--- config.mk ---
export PLATFORM = sky130hd
export DESIGN_NAME = bb_alias_unit
export DESIGN_NICKNAME = d
export VERILOG_FILES = /design/src/rtl/bb_pkg.sv /design/src/rtl/bb_alias_decode.sv /design/src/rtl/bb_bit_lane.sv /design/src/rtl/bb_rmw_fsm.sv /design/src/rtl/bb_alias_unit.sv
export SDC_FILE = /design/constraint.sdc
export NUM_CORES = 1
export LEC_CHECK = 0
export ABC_AREA = 1
export BUFFER_PORTS_ARGS = -buffer_cell sky130_fd_sc_hd__buf_4
export CAP_MARGIN = 15
export CORE_ASPECT_RATIO = 1.2
export CORE_MARGIN = 4
export CORE_UTILIZATION = 38
export DETAILED_ROUTE_END_ITERATION = 8
export GPL_TIMING_DRIVEN = 0
export MAX_ROUTING_LAYER = met4
export PLACE_DENSITY = 0.76
export REMOVE_ABC_BUFFERS = 1
export SKIP_LAST_GASP = 1
export SYNTH_ARGS = -nofsm -noshare
export SYNTH_HDL_FRONTEND = slang
export SYNTH_SLANG_ARGS = --single-unit
--- constraint.sdc ---
create_clock -name clk -period 4.4 [get_ports clk]
set_input_delay 1.32 -clock clk [delete_from_list [all_inputs] [get_ports clk]]
set_output_delay 1.32 -clock clk [all_outputs]
set_load 0.02 [all_outputs]
--- src/rtl/bb_pkg.sv ---
// Shared widths and types for the bit-band alias unit.
package bb_pkg;
    localparam int ADDR_W   = 32;
    localparam int DATA_W   = 32;
    localparam int IDX_W    = $clog2(DATA_W);
    localparam int BYTE_LSB = $clog2(DATA_W / 8);

    // Read-modify-write sequencer states, in the order they are visited.
    typedef enum logic [2:0] {
        RMW_IDLE,
        RMW_READ,
        RMW_WAIT,
        RMW_WRITE,
        RMW_DONE
    } rmw_state_e;

    // Result of alias decode for one address.
    typedef struct packed {
        logic              hit;
        logic [ADDR_W-1:0] word_addr;
        logic [IDX_W-1:0]  bit_idx;
    } alias_xlate_t;
endpackage

--- src/rtl/bb_alias_decode.sv ---
// Alias window decode and address translation.
// Compares a word address against every alias window and forms the backing
// word address and bit index for the window that matches.
// Assumes each alias base is aligned to its window size and each backing
// base is aligned to its region size, so the offset can be ORed in.
module bb_alias_decode
    import bb_pkg::*;
#(
    parameter int NUM_REGIONS = 2,
    parameter int REGION_BITS = 20,
    parameter logic [NUM_REGIONS-1:0][ADDR_W-1:0] REGION_BASE = {32'h4000_0000, 32'h2000_0000},
    parameter logic [NUM_REGIONS-1:0][ADDR_W-1:0] ALIAS_BASE  = {32'h4200_0000, 32'h2200_0000}
) (
    input  logic [ADDR_W-1:BYTE_LSB] word_addr_i,
    output alias_xlate_t             xlate_o
);
    localparam int OFF_W   = REGION_BITS + IDX_W;
    localparam int WSEL_LO = BYTE_LSB + IDX_W;

    logic [NUM_REGIONS-1:0]             hit;
    logic [NUM_REGIONS-1:0][ADDR_W-1:0] waddr;
    logic [NUM_REGIONS-1:0][IDX_W-1:0]  bidx;

    for (genvar g = 0; g < NUM_REGIONS; g++) begin : g_region
        logic [OFF_W-1:BYTE_LSB] off;
        // Window offset above the byte lane bits.
        assign off      = word_addr_i[OFF_W-1:BYTE_LSB];
        // Window match on the bits above the window size.
        assign hit[g]   = (word_addr_i[ADDR_W-1:OFF_W] == ALIAS_BASE[g][ADDR_W-1:OFF_W]);
        // Each run of DATA_W alias words maps onto one backing word.
        assign waddr[g] = REGION_BASE[g] |
                          ADDR_W'({off[OFF_W-1:WSEL_LO], {BYTE_LSB{1'b0}}});
        assign bidx[g]  = off[WSEL_LO-1:BYTE_LSB];
    end

    // Merge the per-window results; windows do not overlap.
    always_comb begin
        xlate_o = '0;
        for (int i = 0; i < NUM_REGIONS; i++) begin
            if (hit[i]) begin
                xlate_o.hit       = 1'b1;
                xlate_o.word_addr = xlate_o.word_addr | waddr[i];
                xlate_o.bit_idx   = xlate_o.bit_idx | bidx[i];
            end
        end
    end
endmodule

--- src/rtl/bb_bit_lane.sv ---
// Single-bit datapath shared by alias reads and alias writes.
// Produces the selected bit moved to bit 0, and the word with the selected
// bit replaced by a new value. Purely combinational.
module bb_bit_lane
    import bb_pkg::*;
(
    input  logic [DATA_W-1:0] word_i,
    input  logic [IDX_W-1:0]  idx_i,
    input  logic              bit_i,
    output logic [DATA_W-1:0] lsb_o,
    output logic [DATA_W-1:0] merged_o
);
    logic [DATA_W-1:0] sel;

    for (genvar g = 0; g < DATA_W; g++) begin : g_lane
        // One-hot lane select and per-lane merge.
        assign sel[g]      = (idx_i == IDX_W'(g));
        assign merged_o[g] = sel[g] ? bit_i : word_i[g];
    end

    // Extracted bit placed at bit 0, upper bits zero.
    assign lsb_o = {{(DATA_W-1){1'b0}}, |(word_i & sel)};
endmodule

--- src/rtl/bb_rmw_fsm.sv ---
// Read-modify-write sequencer for alias writes.
// On start it latches the backing address, bit index and bit value. It then
// reads the word, captures the merged word when the data returns, writes it
// back, and signals completion for one cycle.
// Assumes the merged word is computed outside from dn_rdata with idx_o/bit_o,
// and that the caller holds off start while another read is still pending.
module bb_rmw_fsm
    import bb_pkg::*;
(
    input  logic              clk,
    input  logic              rst_n,
    input  logic              start_i,
    input  logic [ADDR_W-1:0] addr_i,
    input  logic [IDX_W-1:0]  idx_i,
    input  logic              bit_i,
    input  logic              dn_ready_i,
    input  logic              dn_rvalid_i,
    input  logic [DATA_W-1:0] merged_i,
    output rmw_state_e        state_o,
    output logic              req_o,
    output logic              we_o,
    output logic [ADDR_W-1:0] addr_o,
    output logic [DATA_W-1:0] wdata_o,
    output logic [IDX_W-1:0]  idx_o,
    output logic              bit_o,
    output logic              done_o
);
    rmw_state_e        state_q, state_d;
    logic [ADDR_W-1:0] addr_q;
    logic [IDX_W-1:0]  idx_q;
    logic              bit_q;
    logic [DATA_W-1:0] word_q;

    // Next-state selection for the locked sequence.
    always_comb begin
        state_d = state_q;
        unique case (state_q)
            RMW_IDLE:  if (start_i)     state_d = RMW_READ;
            RMW_READ:  if (dn_ready_i)  state_d = RMW_WAIT;
            RMW_WAIT:  if (dn_rvalid_i) state_d = RMW_WRITE;
            RMW_WRITE: if (dn_ready_i)  state_d = RMW_DONE;
            RMW_DONE:                   state_d = RMW_IDLE;
            default:                    state_d = RMW_IDLE;
        endcase
    end

    // State register and latched operands.
    always_ff @(posedge clk) begin
        if (!rst_n) begin
            state_q <= RMW_IDLE;
            addr_q  <= '0;
            idx_q   <= '0;
            bit_q   <= 1'b0;
            word_q  <= '0;
        end else begin
            state_q <= state_d;
            if (state_q == RMW_IDLE && start_i) begin
                addr_q <= addr_i;
                idx_q  <= idx_i;
                bit_q  <= bit_i;
            end
            if (state_q == RMW_WAIT && dn_rvalid_i) begin
                word_q <= merged_i;
            end
        end
    end

    // Downstream drive during the sequence.
    always_comb begin
        req_o   = (state_q == RMW_READ) || (state_q == RMW_WRITE);
        we_o    = (state_q == RMW_WRITE);
        addr_o  = addr_q;
        wdata_o = word_q;
        done_o  = (state_q == RMW_DONE);
    end

    assign state_o = state_q;
    assign idx_o   = idx_q;
    assign bit_o   = bit_q;

    // completion lasts one cycle and returns to idle.
    p_done_to_idle_r5: assert property (@(posedge clk) disable iff (!rst_n)
        (state_q == RMW_DONE) |=> (state_q == RMW_IDLE));

    // the word written back carries the requested bit value.
    p_write_bit_r4: assert property (@(posedge clk) disable iff (!rst_n)
        (state_q == RMW_WRITE) |-> (wdata_o[idx_q] == bit_q));
endmodule

--- src/rtl/bb_alias_unit.sv ---
// Bit-band alias access unit (top).
// Forwards ordinary accesses in the same cycle. Translates alias reads and
// extracts the bit from the returned word. Hands alias writes to the RMW
// sequencer, which owns the downstream bus until the write-back completes.
// Assumes in-order downstream read data, at least one cycle after acceptance,
// with at most one read outstanding, and upstream requests held until accepted.
module bb_alias_unit
    import bb_pkg::*;
#(
    parameter int NUM_REGIONS = 2,
    parameter int REGION_BITS = 20,
    parameter logic [NUM_REGIONS-1:0][ADDR_W-1:0] REGION_BASE = {32'h4000_0000, 32'h2000_0000},
    parameter logic [NUM_REGIONS-1:0][ADDR_W-1:0] ALIAS_BASE  = {32'h4200_0000, 32'h2200_0000}
) (
    input  logic              clk,
    input  logic              rst_n,
    input  logic              up_req,
    input  logic              up_we,
    input  logic [ADDR_W-1:0] up_addr,
    input  logic [DATA_W-1:0] up_wdata,
    output logic              up_ready,
    output logic              up_rvalid,
    output logic [DATA_W-1:0] up_rdata,
    output logic              dn_req,
    output logic              dn_we,
    output logic [ADDR_W-1:0] dn_addr,
    output logic [DATA_W-1:0] dn_wdata,
    input  logic              dn_ready,
    input  logic              dn_rvalid,
    input  logic [DATA_W-1:0] dn_rdata
);
    alias_xlate_t      xl;
    rmw_state_e        fsm_state;
    logic              fsm_req, fsm_we, fsm_done, fsm_bit;
    logic [ADDR_W-1:0] fsm_addr;
    logic [DATA_W-1:0] fsm_wdata;
    logic [IDX_W-1:0]  fsm_idx;
    logic              busy, pass_en, fsm_start, rd_accept;
    logic              rd_pend_q, rsp_fwd_q, rsp_alias_q;
    logic [IDX_W-1:0]  rsp_idx_q, lane_idx;
    logic [DATA_W-1:0] lane_lsb, lane_merged;
    logic [ADDR_W-1:0] rd_addr_q;

    bb_alias_decode #(
        .NUM_REGIONS (NUM_REGIONS),
        .REGION_BITS (REGION_BITS),
        .REGION_BASE (REGION_BASE),
        .ALIAS_BASE  (ALIAS_BASE)
    ) decode_i (
        .word_addr_i (up_addr[ADDR_W-1:BYTE_LSB]),
        .xlate_o     (xl)
    );

    bb_rmw_fsm rmw_i (
        .clk         (clk),
        .rst_n       (rst_n),
        .start_i     (fsm_start),
        .addr_i      (xl.word_addr),
        .idx_i       (xl.bit_idx),
        .bit_i       (up_wdata[0]),
        .dn_ready_i  (dn_ready),
        .dn_rvalid_i (dn_rvalid),
        .merged_i    (lane_merged),
        .state_o     (fsm_state),
        .req_o       (fsm_req),
        .we_o        (fsm_we),
        .addr_o      (fsm_addr),
        .wdata_o     (fsm_wdata),
        .idx_o       (fsm_idx),
        .bit_o       (fsm_bit),
        .done_o      (fsm_done)
    );

    // One lane serves both the read extract and the write merge; they never coincide.
    assign lane_idx = (fsm_state == RMW_WAIT) ? fsm_idx : rsp_idx_q;

    bb_bit_lane lane_i (
        .word_i   (dn_rdata),
        .idx_i    (lane_idx),
        .bit_i    (fsm_bit),
        .lsb_o    (lane_lsb),
        .merged_o (lane_merged)
    );

    // Request steering between the pass/alias-read path and the sequencer.
    always_comb begin
        busy      = (fsm_state != RMW_IDLE);
        pass_en   = !busy && up_req && !(xl.hit && up_we);
        fsm_start = !busy && up_req && up_we && xl.hit && !rd_pend_q;
        dn_req    = busy ? fsm_req   : pass_en;
        dn_we     = busy ? fsm_we    : up_we;
        dn_addr   = busy ? fsm_addr  : (xl.hit ? xl.word_addr : up_addr);
        dn_wdata  = busy ? fsm_wdata : up_wdata;
        up_ready  = busy ? fsm_done  : (pass_en && dn_ready);
        rd_accept = dn_req && dn_ready && !dn_we;
    end

    // Response tracking: which read is outstanding and how to return it.
    always_ff @(posedge clk) begin
        if (!rst_n) begin
            rd_pend_q   <= 1'b0;
            rsp_fwd_q   <= 1'b0;
            rsp_alias_q <= 1'b0;
            rsp_idx_q   <= '0;
            rd_addr_q   <= '0;
        end else begin
            if (rd_accept) begin
                rd_pend_q   <= 1'b1;
                rsp_fwd_q   <= !busy;
                rsp_alias_q <= !busy && xl.hit;
                rsp_idx_q   <= xl.bit_idx;
                rd_addr_q   <= dn_addr;
            end else if (dn_rvalid) begin
                rd_pend_q   <= 1'b0;
            end
        end
    end

    // Read return: the sequencer's own read is not forwarded upstream.
    assign up_rvalid = dn_rvalid && rsp_fwd_q;
    assign up_rdata  = rsp_alias_q ? lane_lsb : dn_rdata;

    // ordinary accesses reach the downstream bus in the same cycle.
    p_pass_same_cycle_r7: assert property (@(posedge clk) disable iff (!rst_n)
        (!busy && up_req && !xl.hit) |-> (dn_req && dn_we == up_we && dn_addr == up_addr));

    // alias reads are issued downstream in the cycle they appear.
    p_alias_read_now_r8: assert property (@(posedge clk) disable iff (!rst_n)
        (!busy && up_req && !up_we && xl.hit) |-> (dn_req && !dn_we));

    // an alias read result carries nothing above bit 0.
    p_alias_lsb_only_r3: assert property (@(posedge clk) disable iff (!rst_n)
        (up_rvalid && rsp_alias_q) |-> (up_rdata[DATA_W-1:1] == '0));

    // upstream stays stalled until the write-back has been accepted.
    p_stall_until_done_r5: assert property (@(posedge clk) disable iff (!rst_n)
        (busy && fsm_state != RMW_DONE) |-> !up_ready);

    // nothing is issued downstream while waiting for the read data.
    p_wait_quiet_r6: assert property (@(posedge clk) disable iff (!rst_n)
        (fsm_state == RMW_WAIT) |-> !dn_req);

    // the write-back goes to the word that was just read.
    p_same_word_r6: assert property (@(posedge clk) disable iff (!rst_n)
        (fsm_state == RMW_WRITE) |-> (dn_req && dn_we && dn_addr == rd_addr_q));
endmodule

Word-level counts from Yosys, hierarchy flattened
Index checks and enable logic that the tools add are counted.
{"block": "totals", "inputBits": 102, "romBits": 0, "elab_cells": 126, "ram_bits": 0, "ff_bits": 81, "mem_count": 0, "latch_bits": 0, "output_inout_bits": 100}
{"block": "op_classes", "multipliers": 0, "muxes": 49, "n_lt_le_gt_ge": 0, "addsub": 0, "n_bitwise": 3, "reduce_logical": 24, "eq_ne": 41, "n_shift": 0, "div": 0}
{"op": "$mux W32", "n": 4}
{"op": "$eq A5 B5 Y1 const B", "n": 16}
{"op": "$mux W38", "n": 2}
{"op": "$eq A5 B4 Y1 const B", "n": 8}
{"op": "$mux W1", "n": 37}
{"op": "$and A32 B32 Y32", "n": 1}
{"op": "$or A32 B31 Y32", "n": 1}
{"op": "$reduce_or A32 Y1", "n": 1}
{"op": "$eq A5 B3 Y1 const B", "n": 4}
{"op": "$logic_and A1 B1 Y1", "n": 13}
{"op": "$mux W3", "n": 4}
{"op": "$pmux W3 S4", "n": 1}
{"op": "$eq A5 B2 Y1 const B", "n": 2}
{"op": "$eq A7 B5 Y1 const B", "n": 1}
{"op": "$eq A7 B6 Y1 const B", "n": 1}
{"op": "$eq A3 B2 Y1 const B", "n": 2}
{"op": "$ne A2 B2 Y1 const B", "n": 3}
{"op": "$eq A5 B1 Y1 const B", "n": 1}
{"op": "$logic_not A5 Y1", "n": 1}
{"op": "$mux W5", "n": 1}
{"op": "$or A5 B5 Y5", "n": 1}
{"op": "$logic_not A1 Y1", "n": 4}
{"op": "$reduce_and A4 Y1", "n": 1}
{"op": "$eq A3 B1 Y1 const B", "n": 1}
{"op": "other kinds (6)", "n": 6}

Depth between registers and ports, before layout
{"block": "depth", "ltp_word": 11, "mapped_depth": 17, "ltp_nobuf": 16}

Modules after synthesis
Synthesis repeated with hierarchy kept, for this count alone.
{"block": "hier_totals", "hier_cells": 1017, "hier_area_um2": 6488.7}
{"mod": "bb_rmw_fsm", "seq_area_each_um2": 1461.4, "n_inst": 1, "cells_each": 333, "area_per_inst_um2": 2743.9}
{"mod": "bb_alias_unit", "seq_area_each_um2": 160.2, "n_inst": 1, "cells_each": 346, "area_per_inst_um2": 1918.1}
{"mod": "bb_bit_lane", "seq_area_each_um2": 0.0, "n_inst": 1, "cells_each": 230, "area_per_inst_um2": 1133.6}
{"mod": "bb_alias_decode", "seq_area_each_um2": 0.0, "n_inst": 1, "cells_each": 108, "area_per_inst_um2": 693.2}

Least setup slack after synthesis
OpenSTA, ideal clock, no wires.
{"block": "synth_timing", "kind": "in2out", "startpoint": "input port up_addr[27]", "endpoint": "output port dn_addr[19]", "stages": 7, "n_path_buf": 2, "arrival_time_ns": 2.733, "slack_ns": 0.347, "t_required_ns": 3.080, "cell_sequence": "inv_1 > nand4_1 > a21oi_2 > clkbuf_1 > buf_1 > a21oi_1 > a22oi_1"}
{"block": "synth_via", "elab_chain_len": 6, "word_cells_on_any_way": 7, "cone_classes": "eq/ne (2); mux (4); bitwise (1)"}
{"item": "from (decl)", "line": "bb_alias_unit.sv:19", "text": "input logic [ADDR_W-1:0] up_addr,"}
{"item": "$eq A7 B5 Y1", "line": "bb_alias_decode.sv:29", "text": "assign hit[g] = (word_addr_i[ADDR_W-1:OFF_W] == ALIAS_BASE[g][ADDR_W-1:OFF_W]);"}
{"item": "$mux W38", "line": "bb_alias_decode.sv:40", "text": "if (hit[i]) begin"}
{"item": "$or A32 B31 Y32", "line": "bb_alias_decode.sv:42", "text": "xlate_o.word_addr = xlate_o.word_addr | waddr[i];"}
{"item": "$mux W38 (*)", "line": "bb_alias_decode.sv:40"}
{"item": "$mux W32 (*) (2 in a row)", "line": "bb_alias_unit.sv:92", "text": "dn_addr = busy ? fsm_addr : (xl.hit ? xl.word_addr : up_addr);"}
{"item": "to (decl)", "line": "bb_alias_unit.sv:26", "text": "output logic [ADDR_W-1:0] dn_addr,"}
Every way passes the cells marked *; elsewhere a longest branch is shown, timed or not.

Worst setup path after layout
{"block": "layout_timing", "startpoint": "input port up_addr[28]", "endpoint": "output port up_ready"}
{"block": "layout_via", "elab_chain_len": 8, "word_cells_on_any_way": 9, "cone_classes": "eq/ne (2); mux (3); reduce/logical (4)"}
{"item": "$eq A7 B5 Y1", "line": "bb_alias_decode.sv:29"}
{"item": "$mux W38", "line": "bb_alias_decode.sv:40"}
{"item": "$mux W38 (*)", "line": "bb_alias_decode.sv:40"}
{"item": "$logic_and A1 B1 Y1 (*)", "line": "bb_alias_unit.sv:88", "text": "pass_en = !busy && up_req && !(xl.hit && up_we);"}
{"item": "$logic_not A1 Y1 (*)", "line": "bb_alias_unit.sv:88"}
{"item": "$logic_and A1 B1 Y1 (*)", "line": "bb_alias_unit.sv:88"}
{"item": "$logic_and A1 B1 Y1 (*)", "line": "bb_alias_unit.sv:94", "text": "up_ready = busy ? fsm_done : (pass_en && dn_ready);"}
{"item": "$mux W1 (*)", "line": "bb_alias_unit.sv:94"}
{"item": "to (decl)", "line": "bb_alias_unit.sv:21", "text": "output logic up_ready,"}
Marks and branches as above.

==> summary.md <==
| Metric | Value |
|---|---|
| DP Worst Slack | -0.279 ns |
| Synth top area cells | dfxtp_1, nand2_1, nor2_1 |
| Wire per inst | 13.2 microns |
| Cells after Synth | 810 |
| Routed Antenna Nets | 0 |
| Overall power | approximately 3.6 mW |
| Power per cell area | around 530 mW/mm^2 |
| Synth-to-layout area growth | 41.0% |
| Worst Path Arrival | 2.91 ns |
| Layout cell share with drive strength beyond 1 | 25.0% |
| Post-route minimum period | between 4 and 5 ns |
| Async SR Flop Fraction | 0% |
| Crit Path Max Fanout | 21 |
| FF-to-FF setup slack | roughly 1.3 ns |
| Worst hold path class | reg -> reg |
| Die Ht | 130 microns |
| Status | complete, no violations |
| GR Overflow Total | 0 |
| CTS Buffer Depth | 2 |
| Fmax | 236 MHz |
| Reg power frac | 20.8% |
| Max cap viols | 0 |
| Via Count | 5676 |
| CTS root buf | clkbuf_16 |
| CTS Buf Count | 9 |
| # setup viols final | 0 |
| Comb pwr share | between 50% and 60% |
| Psw | between 1.5 and 2 mW |
| CTS tree | done |
| Endpoint type of the worst setup path | output port |
| Unrepaired setup endpoints after global routing | yes |
| Worst Hold Slack | around 0.46 ns |
| Yosys cell types | 28 |
| Crit path launch type | primary input |
| Worst vdd rail ir drop | around 0.29 mV |
| Die Span X | roughly 110 microns |
| Worst Tran Pin Value | 1.04 ns |
| Post-synth top area share | a little under 30% |
| Worst Setup Slack, final | approximately 0.17 ns |
| Nets@finish | 1081 |
| GRT Util Overall | between 20% and 30% |
| Post-route DRC violation count | 0 |
| Final GP Congestion | 0.764 |
| Fin. max-slew vios | 0 |
| Detailed placement HPWL | ~11000 microns |
| Initial antenna violation count | 0 |
| Site Rows | 44 |
| Seq/Total Area, Yosys | 29.1% |
| Internal | between 1.5 and 2 mW |
| Prevailing post-synth register cell | dfxtp_1 |
| Slew headroom | 30.5% |
| CTS clk-pin slew, worst paths | about 0.050 ns |
| Ys Warns | 0 |
| Starting Density | 39.0% |
| Most frequent cells after synthesis | nand2_1, nor2_1, inv_1 |
| Setup TNS Final | 0 ns |
| Setup CP Type | in -> out |
| TritonRoute pass-1 iters | 8 |
| Cell taking the most area after synthesis | dfxtp_1 |
| Standard cell core area | 0.0122 sq mm |
| # clock sinks | approximately 70 |
| Most common cell in the synthesized netlist | nand2_1 |
| Clock skew | 0.00728 ns |
| DR iter-0 viols | 304 |
| Clk pwr share | 22.1% |
| Net Sw Frac | 45.6% |
| Total leakage power | ~3.6 nW |
| PortBufs | approximately 200 |
| CP required | 3.08 ns |
| First-pass GRT wire length | between 20000 and 25000 microns |
| Post-Syn Area | between 0.004 and 0.005 sq mm |
| Syn Area/Cell | 5.85 sq um |
| Routed wire length | roughly 15000 microns |
| Final Hold Vio Count | 0 |
| N_diodes | 0 |
| Worst skew pair latency | approximately 0.33 ns |
| Largest net degree at the start of global routing | 64 |
| Die area | 0.0143 sq mm |
| Yosys reg bits | 69 |
| Vias in the first global route | 4995 |
| Post-synth EDFFs | 0 |
| Final period utilization | 96.2% |
| DR vias/cell | 4.96 |
| Hold buffer count at cts | 0 |
| I/O pins | 202 |
| Htree depth | 3 |
==> flip-flops by register name (all words and copies together), names as in the netlist <==
| signal | flops |
|---|---|
| rd_pend_q | 1 |
| rmw_i.addr_o | 20 |
| rmw_i.bit_o | 1 |
| rmw_i.idx_o | 5 |
| rmw_i.state_o | 3 |
| rmw_i.wdata_o | 32 |
| rsp_alias_q | 1 |
| rsp_fwd_q | 1 |
| rsp_idx_q | 5 |
==> cell type report <==
type	instances	area, sq um
clock buffer	10	239
sequential	69	1380
tap	161	201
multi-input combinational	581	2740
timing repair buffer	208	1620
clock inverter	6	86.3
fill	1251	5480
inverter	109	413
timing repair inverter	1	7.51
==> worst max-delay path: stages <==
cell and delay, ns:
buf_4 0.11, inv_1 0.07, nand4_1 0.21, a21oi_4 0.21
buf_8 0.21, clkinvlp_4 0.27, o21ai_1 0.23, o21ai_0 0.10
buf_4 0.16
==> final timing paths <==
check,from,to,depth (start not counted)
min,rmw_i.addr_o[29]$_SDFFE_PN0P_,rmw_i.addr_o[29]$_SDFFE_PN0P_,2
max reg2reg,rmw_i.state_o[1]$_SDFFE_PN0P_,rsp_idx_q[4]$_SDFFE_PN0P_,10
max,up_addr[28],up_ready,9
min reg2reg,rmw_i.addr_o[29]$_SDFFE_PN0P_,rmw_i.addr_o[29]$_SDFFE_PN0P_,2
==> layer usage <==
| metal | wire length, microns | up-vias | part of all wire [%] | GRT usage [%] |
|---|---|---|---|---|
| met2 | 7410 | 201 | 49 | 36.0 |
| met1 | 6290 | 2521 | 42 | 25.2 |
| li1 | - | 2940 | - | - |
| met3 | 1250 | 14 | 8.3 | 4.06 |
| met4 | 180 | 0 | 1.2 | 5.72 |
| met5 | 0 | - | 0 | - |
==> kinds of logic (layout without fill, tap and decap cells) <==
logic type,after synthesis,in the layout,share of synthesized area (%)
simple gates,420,420,35.6
buf+inv,161,334,13.8
compound gates,160,161,21.6
flops,69,69,29.1
==> through the flow <==
step | util [%] | cell area (sq um) | cells
5_1_grt | 55.0 | 6690 | 1145
3_3_place_gp | 51.0 | 6210 | 1120
2_1_floorplan | - | 4500 | 758
3_5_place_dp | 51.9 | 6320 | 1125
4_1_cts | 54.9 | 6680 | 1145
6_report | 55.0 | 6690 | 1145
==> placed cells by master, fill, tap and decap left out, types with 6 or more instances in the layout <==
| cell type | instances |
|---|---|
| nand2_1 | 239 |
| buf_4 | 203 |
| nor2_1 | 119 |
| inv_1 | 105 |
| dfxtp_1 | 69 |
| o211ai_1 | 52 |
| a21oi_1 | 43 |
| o21ai_0 | 36 |
| nand3_1 | 35 |
| a211oi_1 | 9 |
| clkbuf_16 | 9 |
| a22oi_1 | 8 |
| nand4_1 | 7 |
| nor2_2 | 6 |
==> power groups by stage <==
stage | registers (mW) | clock network [mW] | logic [mW]
3_3_place_gp | 0.756 | 0 | 2.00
2_1_floorplan | 0.745 | 0 | 1.23
6_report | 0.744 | 0.791 | 2.04
3_5_place_dp | 0.757 | 0 | 2.03
5_1_grt | 0.755 | 0.827 | 2.24
4_1_cts | 0.744 | 0.803 | 2.07
==> repair_timing <==
action / 4_1_cts / 5_1_grt
pin swaps: 1 / 0
gates cloned: 2 / 0
buffers inserted: 2 / 0
endpoints found under the setup margin: 21 / 15
resized for setup: 2 / 1
Power figures use the tool's default switching activity.
